===== src/rtl/addr_uart_rx_pkg.sv =====
// Package: shared types and helpers for the serial receiver.
// Assumes: nothing beyond IEEE 1800-2017.
package addr_uart_rx_pkg;

    // Frame-level receive state
    typedef enum logic [1:0] {
        ST_IDLE  = 2'd0,
        ST_START = 2'd1,
        ST_DATA  = 2'd2,
        ST_STOP  = 2'd3
    } rx_state_e;

    // Two-of-three vote
    function automatic logic majority3(input logic a, input logic b, input logic c);
        return (a & b) | (a & c) | (b & c);
    endfunction

endpackage


===== src/rtl/rx_line_sampler.sv =====
// Module: rx_line_sampler
// Brings the asynchronous line into the clock domain through SYNC_STAGES flops.
// Applies the polarity select and keeps the two previous tick samples, so a
// three-sample majority of the current level is always available.
// Assumes: os_tick is a one-cycle strobe; idle line level is high before inversion.
module rx_line_sampler
    import addr_uart_rx_pkg::*;
#(
    parameter int SYNC_STAGES = 2
) (
    input  logic clk,
    input  logic rst_n,
    input  logic os_tick,
    input  logic rx_line,
    input  logic rx_invert,
    output logic line_lvl,
    output logic vote
);

    logic [SYNC_STAGES-1:0] sync_q;
    logic [1:0]             hist_q;

    // Synchronizer chain, reset to the idle level
    always_ff @(posedge clk) begin
        if (!rst_n) sync_q <= '1;
        else        sync_q <= {sync_q[SYNC_STAGES-2:0], rx_line};
    end

    assign line_lvl = sync_q[SYNC_STAGES-1] ^ rx_invert;

    // Sample history, advanced on every tick
    always_ff @(posedge clk) begin
        if (!rst_n)       hist_q <= 2'b11;
        else if (os_tick) hist_q <= {hist_q[0], line_lvl};
    end

    assign vote = majority3(hist_q[1], hist_q[0], line_lvl);

    // three equal samples must produce that value
    p_vote_unanimous_r11: assert property (@(posedge clk) disable iff (!rst_n)
        (hist_q == 2'b00 && !line_lvl) |-> !vote);

endmodule


===== src/rtl/rx_frame_ctrl.sv =====
// Module: rx_frame_ctrl
// Finds the start bit, confirms it at mid-bit, shifts in the data bits LSB
// first (and the ninth bit when selected), then samples the stop bit.
// Emits a one-cycle done pulse with the assembled word and the stop level.
// Assumes: OVS is a power of two, so the tick counter wraps once per bit.
module rx_frame_ctrl
    import addr_uart_rx_pkg::*;
#(
    parameter int OVS    = 16,
    parameter int DATA_W = 8
) (
    input  logic              clk,
    input  logic              rst_n,
    input  logic              os_tick,
    input  logic              rx_enable,
    input  logic              nine_bit_sel,
    input  logic              line_lvl,
    input  logic              vote,
    output logic              state_idle,
    output logic              frm_done,
    output logic [DATA_W-1:0] frm_data,
    output logic              frm_bit8,
    output logic              frm_stop_ok
);

    localparam int CNT_W = $clog2(OVS);
    localparam int IDX_W = $clog2(DATA_W + 1);
    localparam logic [CNT_W-1:0] MID   = CNT_W'(OVS / 2);
    localparam logic [IDX_W-1:0] LAST8 = IDX_W'(DATA_W - 1);
    localparam logic [IDX_W-1:0] LAST9 = IDX_W'(DATA_W);

    rx_state_e          state_q;
    logic [CNT_W-1:0]   cnt_q;
    logic [IDX_W-1:0]   idx_q;
    logic [DATA_W:0]    shreg_q;
    logic [IDX_W-1:0]   last_idx;

    assign last_idx = nine_bit_sel ? LAST9 : LAST8;

    // Frame sequencing: tick counting, bit capture and completion pulse
    always_ff @(posedge clk) begin
        if (!rst_n) begin
            state_q     <= ST_IDLE;
            cnt_q       <= '0;
            idx_q       <= '0;
            shreg_q     <= '0;
            frm_done    <= 1'b0;
            frm_stop_ok <= 1'b1;
        end else begin
            frm_done <= 1'b0;
            if (!rx_enable) begin
                state_q <= ST_IDLE;
            end else if (os_tick) begin
                if (state_q == ST_IDLE) begin
                    if (!line_lvl) begin
                        state_q <= ST_START;
                        cnt_q   <= CNT_W'(1);
                    end
                end else begin
                    cnt_q <= cnt_q + 1'b1;
                    if (cnt_q == MID) begin
                        case (state_q)
                            ST_START: begin
                                if (!vote) begin
                                    state_q <= ST_DATA;
                                    idx_q   <= '0;
                                    shreg_q <= '0;
                                end else begin
                                    state_q <= ST_IDLE;
                                end
                            end
                            ST_DATA: begin
                                shreg_q[idx_q] <= vote;
                                idx_q          <= idx_q + 1'b1;
                                if (idx_q == last_idx) state_q <= ST_STOP;
                            end
                            ST_STOP: begin
                                frm_done    <= 1'b1;
                                frm_stop_ok <= vote;
                                state_q     <= ST_IDLE;
                            end
                            default: state_q <= ST_IDLE;
                        endcase
                    end
                end
            end
        end
    end

    assign state_idle = (state_q == ST_IDLE);
    assign frm_data   = shreg_q[DATA_W-1:0];
    assign frm_bit8   = shreg_q[DATA_W];

    // a disabled receiver is idle at the next edge
    p_disabled_idle_r9: assert property (@(posedge clk) disable iff (!rst_n)
        !rx_enable |=> state_idle);

    // completion is a single-cycle pulse
    p_done_single_r2: assert property (@(posedge clk) disable iff (!rst_n)
        frm_done |=> !frm_done);

endmodule


===== src/rtl/rx_hold_reg.sv =====
// Module: rx_hold_reg
// Holding register with address filtering, framing and overrun flags.
// A done pulse whose frame passes the filter either loads the register or,
// if the previous word is unread, raises overrun and is discarded.
// Assumes: frm_* are stable while frm_done is high.
module rx_hold_reg #(
    parameter int DATA_W = 8
) (
    input  logic              clk,
    input  logic              rst_n,
    input  logic              rx_enable,
    input  logic              nine_bit_sel,
    input  logic              addr_filter_en,
    input  logic              rd_ack,
    input  logic              frm_done,
    input  logic [DATA_W-1:0] frm_data,
    input  logic              frm_bit8,
    input  logic              frm_stop_ok,
    output logic [DATA_W-1:0] rx_data,
    output logic              rx_bit8,
    output logic              data_valid,
    output logic              frame_err,
    output logic              overrun_err
);

    logic accept;
    logic take;

    assign accept = !(nine_bit_sel && addr_filter_en && !frm_bit8);
    assign take   = frm_done && rx_enable && accept;

    // Load, overrun and read handling for the holding register
    always_ff @(posedge clk) begin
        if (!rst_n) begin
            rx_data     <= '0;
            rx_bit8     <= 1'b0;
            data_valid  <= 1'b0;
            frame_err   <= 1'b0;
            overrun_err <= 1'b0;
        end else begin
            if (!rx_enable) overrun_err <= 1'b0;
            if (take) begin
                if (data_valid && !rd_ack) begin
                    overrun_err <= 1'b1;
                end else begin
                    rx_data    <= frm_data;
                    rx_bit8    <= frm_bit8;
                    frame_err  <= !frm_stop_ok;
                    data_valid <= 1'b1;
                end
            end else if (rd_ack) begin
                data_valid <= 1'b0;
            end
        end
    end

    // a filtered-out frame leaves the data untouched
    p_drop_keeps_data_r4: assert property (@(posedge clk) disable iff (!rst_n)
        (frm_done && nine_bit_sel && addr_filter_en && !frm_bit8) |=> $stable(rx_data));

    // an accepted frame into a free register is loaded
    p_load_r2: assert property (@(posedge clk) disable iff (!rst_n)
        (take && (!data_valid || rd_ack)) |=> (data_valid && rx_data == $past(frm_data)));

    // a frame into an unread register raises overrun and is lost
    p_overrun_r7: assert property (@(posedge clk) disable iff (!rst_n)
        (take && data_valid && !rd_ack) |=> (overrun_err && $stable(rx_data)));

    // overrun only falls after a disabled cycle
    p_overrun_clear_r8: assert property (@(posedge clk) disable iff (!rst_n)
        $fell(overrun_err) |-> $past(!rx_enable));

    // a read without a simultaneous load empties the register
    p_read_clears_r13: assert property (@(posedge clk) disable iff (!rst_n)
        (rd_ack && !take) |=> !data_valid);

endmodule


===== src/rtl/addr_uart_rx.sv =====
// Module: addr_uart_rx (top)
// Asynchronous serial receiver with 8/9-bit frames, ninth-bit address
// filtering, framing and overrun flags and an idle status output.
// Assumes: os_tick pulses OVS times per bit period; rd_ack is a one-cycle strobe.
module addr_uart_rx #(
    parameter int OVS         = 16,
    parameter int DATA_W      = 8,
    parameter int SYNC_STAGES = 2
) (
    input  logic              clk,
    input  logic              rst_n,
    input  logic              os_tick,
    input  logic              rx_line,
    input  logic              rx_enable,
    input  logic              nine_bit_sel,
    input  logic              addr_filter_en,
    input  logic              rx_invert,
    input  logic              rd_ack,
    output logic [DATA_W-1:0] rx_data,
    output logic              rx_bit8,
    output logic              data_valid,
    output logic              frame_err,
    output logic              overrun_err,
    output logic              rx_idle
);

    logic              line_lvl;
    logic              vote;
    logic              frm_done;
    logic [DATA_W-1:0] frm_data;
    logic              frm_bit8;
    logic              frm_stop_ok;

    rx_line_sampler #(
        .SYNC_STAGES (SYNC_STAGES)
    ) u_sampler (
        .clk       (clk),
        .rst_n     (rst_n),
        .os_tick   (os_tick),
        .rx_line   (rx_line),
        .rx_invert (rx_invert),
        .line_lvl  (line_lvl),
        .vote      (vote)
    );

    rx_frame_ctrl #(
        .OVS    (OVS),
        .DATA_W (DATA_W)
    ) u_frame (
        .clk          (clk),
        .rst_n        (rst_n),
        .os_tick      (os_tick),
        .rx_enable    (rx_enable),
        .nine_bit_sel (nine_bit_sel),
        .line_lvl     (line_lvl),
        .vote         (vote),
        .state_idle   (rx_idle),
        .frm_done     (frm_done),
        .frm_data     (frm_data),
        .frm_bit8     (frm_bit8),
        .frm_stop_ok  (frm_stop_ok)
    );

    rx_hold_reg #(
        .DATA_W (DATA_W)
    ) u_hold (
        .clk            (clk),
        .rst_n          (rst_n),
        .rx_enable      (rx_enable),
        .nine_bit_sel   (nine_bit_sel),
        .addr_filter_en (addr_filter_en),
        .rd_ack         (rd_ack),
        .frm_done       (frm_done),
        .frm_data       (frm_data),
        .frm_bit8       (frm_bit8),
        .frm_stop_ok    (frm_stop_ok),
        .rx_data        (rx_data),
        .rx_bit8        (rx_bit8),
        .data_valid     (data_valid),
        .frame_err      (frame_err),
        .overrun_err    (overrun_err)
    );

endmodule


===== config.mk =====
export PLATFORM = sky130hd
export DESIGN_NAME = addr_uart_rx
export DESIGN_NICKNAME = d
export VERILOG_FILES = /design/src/rtl/addr_uart_rx_pkg.sv /design/src/rtl/rx_line_sampler.sv /design/src/rtl/rx_frame_ctrl.sv /design/src/rtl/rx_hold_reg.sv /design/src/rtl/addr_uart_rx.sv
export SDC_FILE = /design/constraint.sdc
export NUM_CORES = 1
export LEC_CHECK = 0
export ABC_AREA = 1
export CORE_MARGIN = 2
export CORE_UTILIZATION = 60
export CTS_CLUSTER_SIZE = 16
export DETAILED_ROUTE_END_ITERATION = 16
export PLACE_DENSITY_LB_ADDON = 0.05
export SYNTH_ARGS = -nofsm -noshare
export SYNTH_HDL_FRONTEND = slang
export SYNTH_HIERARCHICAL = 1
export SYNTH_SLANG_ARGS = --single-unit

===== constraint.sdc =====
create_clock -name clk -period 2.25 [get_ports clk]
set_input_delay 0.3375 -clock clk [delete_from_list [all_inputs] [get_ports clk]]
set_output_delay 0.3375 -clock clk [all_outputs]
set_load 0.02 [all_outputs]

==> flow_summary.yaml <==
job:
  drv_cap: 0
critical_path:
  critical_path.startpoint_type: "register"
  cp_max_fo: 6
  path_cells: "inv_1 -> ha_1 -> clkdlybuf4s50_1"
  worstSetupStartpoint: "u_frame/state_q[0]"
  r2r-start: "u_frame/state_q[0]"
  end_kind: "primary output"
  reg2reg_depth: 8
  cp_slowest_cell: "clkdlybuf4s50_1"
  slowest_delay_ns: 0.66
  criticalPathCategory: "reg -> out"
  required_ns: 1.91
  crit_arrival_ns: 1.77
synthesis:
  synth_cell_types: 30
  syn_avg_cell_area_um2: 6.89
  yosysSeqAreaShare: 0.362
  yosys_warnings: 6
  ys_ff_latch: 37
  netlist_area_mm2: 0.00205
  syn_nets: 316
  syn_inst: 297
floorplan:
  start_util: 0.618
  placementRows: 21
  dieArea_mm2: 0.00389
  die_x_um: 62.4
  die_h_um: 62.4
  io_pins: 22
  fp.coreArea_mm2: 0.00331
layout:
  area_growth_pct: 16.3
  n_fill_cell: 307
  seq_area_um2: 741
  fin_cells: 367
  nets: 339
  drive_above_1_share: 0.115
  multi_input_area_um2: 975
  diodes: 0
clocking:
  insertion_delay_ns: 0.35
  root_buffer: "clkbuf_4"
  ctsLongestPathBuffers: 2
  cts_buffers: 5
  cts_hold_buf: 0
  cts_sinks: 37
  clk_pin_slew_ns: 0.11
  cts_tree: "built"
  cts_resized: 0
  postCtsSetupBuffers: 0
  cts_max_level: 2
global_route:
  top_usage_layer: "met2"
  met3_usage: 0.0613
  overflow: 0
  grt_pass1_wl_mm: 6.79
  grt_pass1_vias: 1596
  grt_usage: 0.214
  antenna_found_initial: 0
  grt_use_met1: 0.280
  met2_usage: 0.345
  grt_max_degree: 16
place:
  dp_hpwl_mm: 2.84
  portBuffers: 21
  gp_congestion: 0.879
  dp_cells: 359
drt:
  via_per_inst: 4.90
  drc: 0
  drt-pass1-iter-count: 4
  via_count: 1800
  drt_iter0_markers: 44
  drt-total-wl_mm: 3.73
  wl_per_cell_um: 10.2
  ant_nets: 0
status:
  outcome: "completed"
timing:
  setup_viol: 0
  max_clock_freq_ghz: 0.474
  worstMarginPinSlew_ns: 0.355
  fin_setup_tns_ns: 0
  slew_violations: 0
  rsz0062_at_grt: "false"
  fin_crit_sh: 0.937
  min_period_ns: 2.11
  finalHoldViolations: 0
  slew_headroom: 0.761
  finClkSkew_ns: 0.00622
power_and_ir_drop:
  leakage_nw: 1.05
  pwr_density_cell_mw_per_mm2: 566
  ir_worst_vdd_uv: 429
worst_hold_path:
  whs_path_depth: 1
  hp-class: "reg -> reg"
  hp-start: "u_sampler/sync_q[0]"
through the flow:
stage	setup WS, ns	util	hold WS (ns)	cell area, um2	total power, mW
after floorplan	0.669	-	0.385	2050	0.754
after global placement	0.257	0.688	0.404	2280	0.792
after detailed placement	0.178	0.688	0.407	2280	0.793
after CTS	0.116	0.719	0.436	2380	1.36
after global routing	0.0442	0.719	0.473	2380	1.41
final	0.142	0.719	0.429	2380	1.35
worst max-delay path: cells and delay by family (launching register included):
family | cells | cell delay, ns
fa+ha+maj | 1 | 0.32
buf+inv | 2 | 0.77
flops | 1 | 0.35
logic make-up after synthesis:
kind of cell / after synthesis / share of synthesized area
AND/OR/NAND/NOR: 139 / 0.323
buffers and inverters: 77 / 0.161
flip-flops: 37 / 0.362
AO/OA/AOI/OAI: 32 / 0.0838
adder cells (fa/ha/maj): 10 / 0.0612
XOR/XNOR: 2 / 0.00856
routing by layer:
metal | up-vias | routed length (um)
li1 | 956 | -
met4 | 0 | 32
met5 | - | 0
met1 | 804 | 1750
met3 | 4 | 182
met2 | 36 | 1770
placed cells by master (no fill, tap or decap), drive strengths merged:
master / instances
bufinv: 2
nand3: 13
inv: 65
nand2: 57
xnor2: 1
nor2: 42
and2: 1
o211ai: 1
buf: 6
nand4: 19
o21ai: 15
xor2: 1
clkinv: 2
a21oi: 14
clkdlybuf4s50: 21
dfxtp: 37
ha: 10
nor3: 4
clkbuf: 5
nand3b: 1
a211oi: 2
or2: 2
synthesized netlist by cell type:
library cell	number	area share
inv_1	61	0.11
nand2_1	45	0.083
nor2_1	41	0.075
dfxtp_1	37	0.36
nand4_1	19	0.058
a21oi_1	14	0.034
nand2_2	12	0.037
o21ai_0	12	0.029
nand3_1	11	0.027
ha_1	10	0.061
buf_6	4	0.022
inv_2	4	0.0073
clkbuf_1	3	0.0055
a211oi_1	2	0.0073
buf_2	2	0.0049
buf_4	2	0.0073
nand3_2	2	0.0098
nor3_1	2	0.0049
o21ai_1	2	0.0049
or2_1	2	0.0061
and2_1	1	0.0031
clkinv_2	1	0.0024
nand3b_1	1	0.0037
nor2_2	1	0.0031
nor3_2	1	0.0049
nor3_4	1	0.0080
o211ai_1	1	0.0037
o21ai_2	1	0.0043
xnor2_1	1	0.0043
xor2_1	1	0.0043
final cells by class:
type                       count  share of cell area
clock buffer                   5              0.0158
timing repair buffer          27               0.107
clock inverter                 3              0.0273
tap                           46              0.0242
sequential                    37               0.311
inverter                      66               0.105
multi-input combinational    183               0.410
report_power, final:
group	switching (mW)	leakage, nW	internal (mW)
combinational	0.0660	0.697	0.0446
clock	0.224	0.0552	0.344
sequential	0.00540	0.299	0.663
registers in the layout (all words and copies together) (netlist names):
register,cells
u_frame/cnt_q,4
u_sampler/sync_q,2
u_hold/overrun_err,1
u_hold/frame_err,1
u_frame/frm_stop_ok,1
u_frame/state_q,2
u_hold/data_valid,1
u_frame/idx_q,4
u_hold/rx_data,8
u_frame/frm_done,1
u_hold/rx_bit8,1
u_sampler/hist_q,2
u_frame/shreg_q,9
final timing paths:
check / endpoint / slack, ns
setup / recovery: rx_idle / 0.14
hold / removal: u_sampler/sync_q[1] / 0.43
setup reg to reg: u_frame/shreg_q[8] / 0.46
hold reg to reg: u_sampler/sync_q[1] / 0.43
Power figures use the tool's default switching activity.
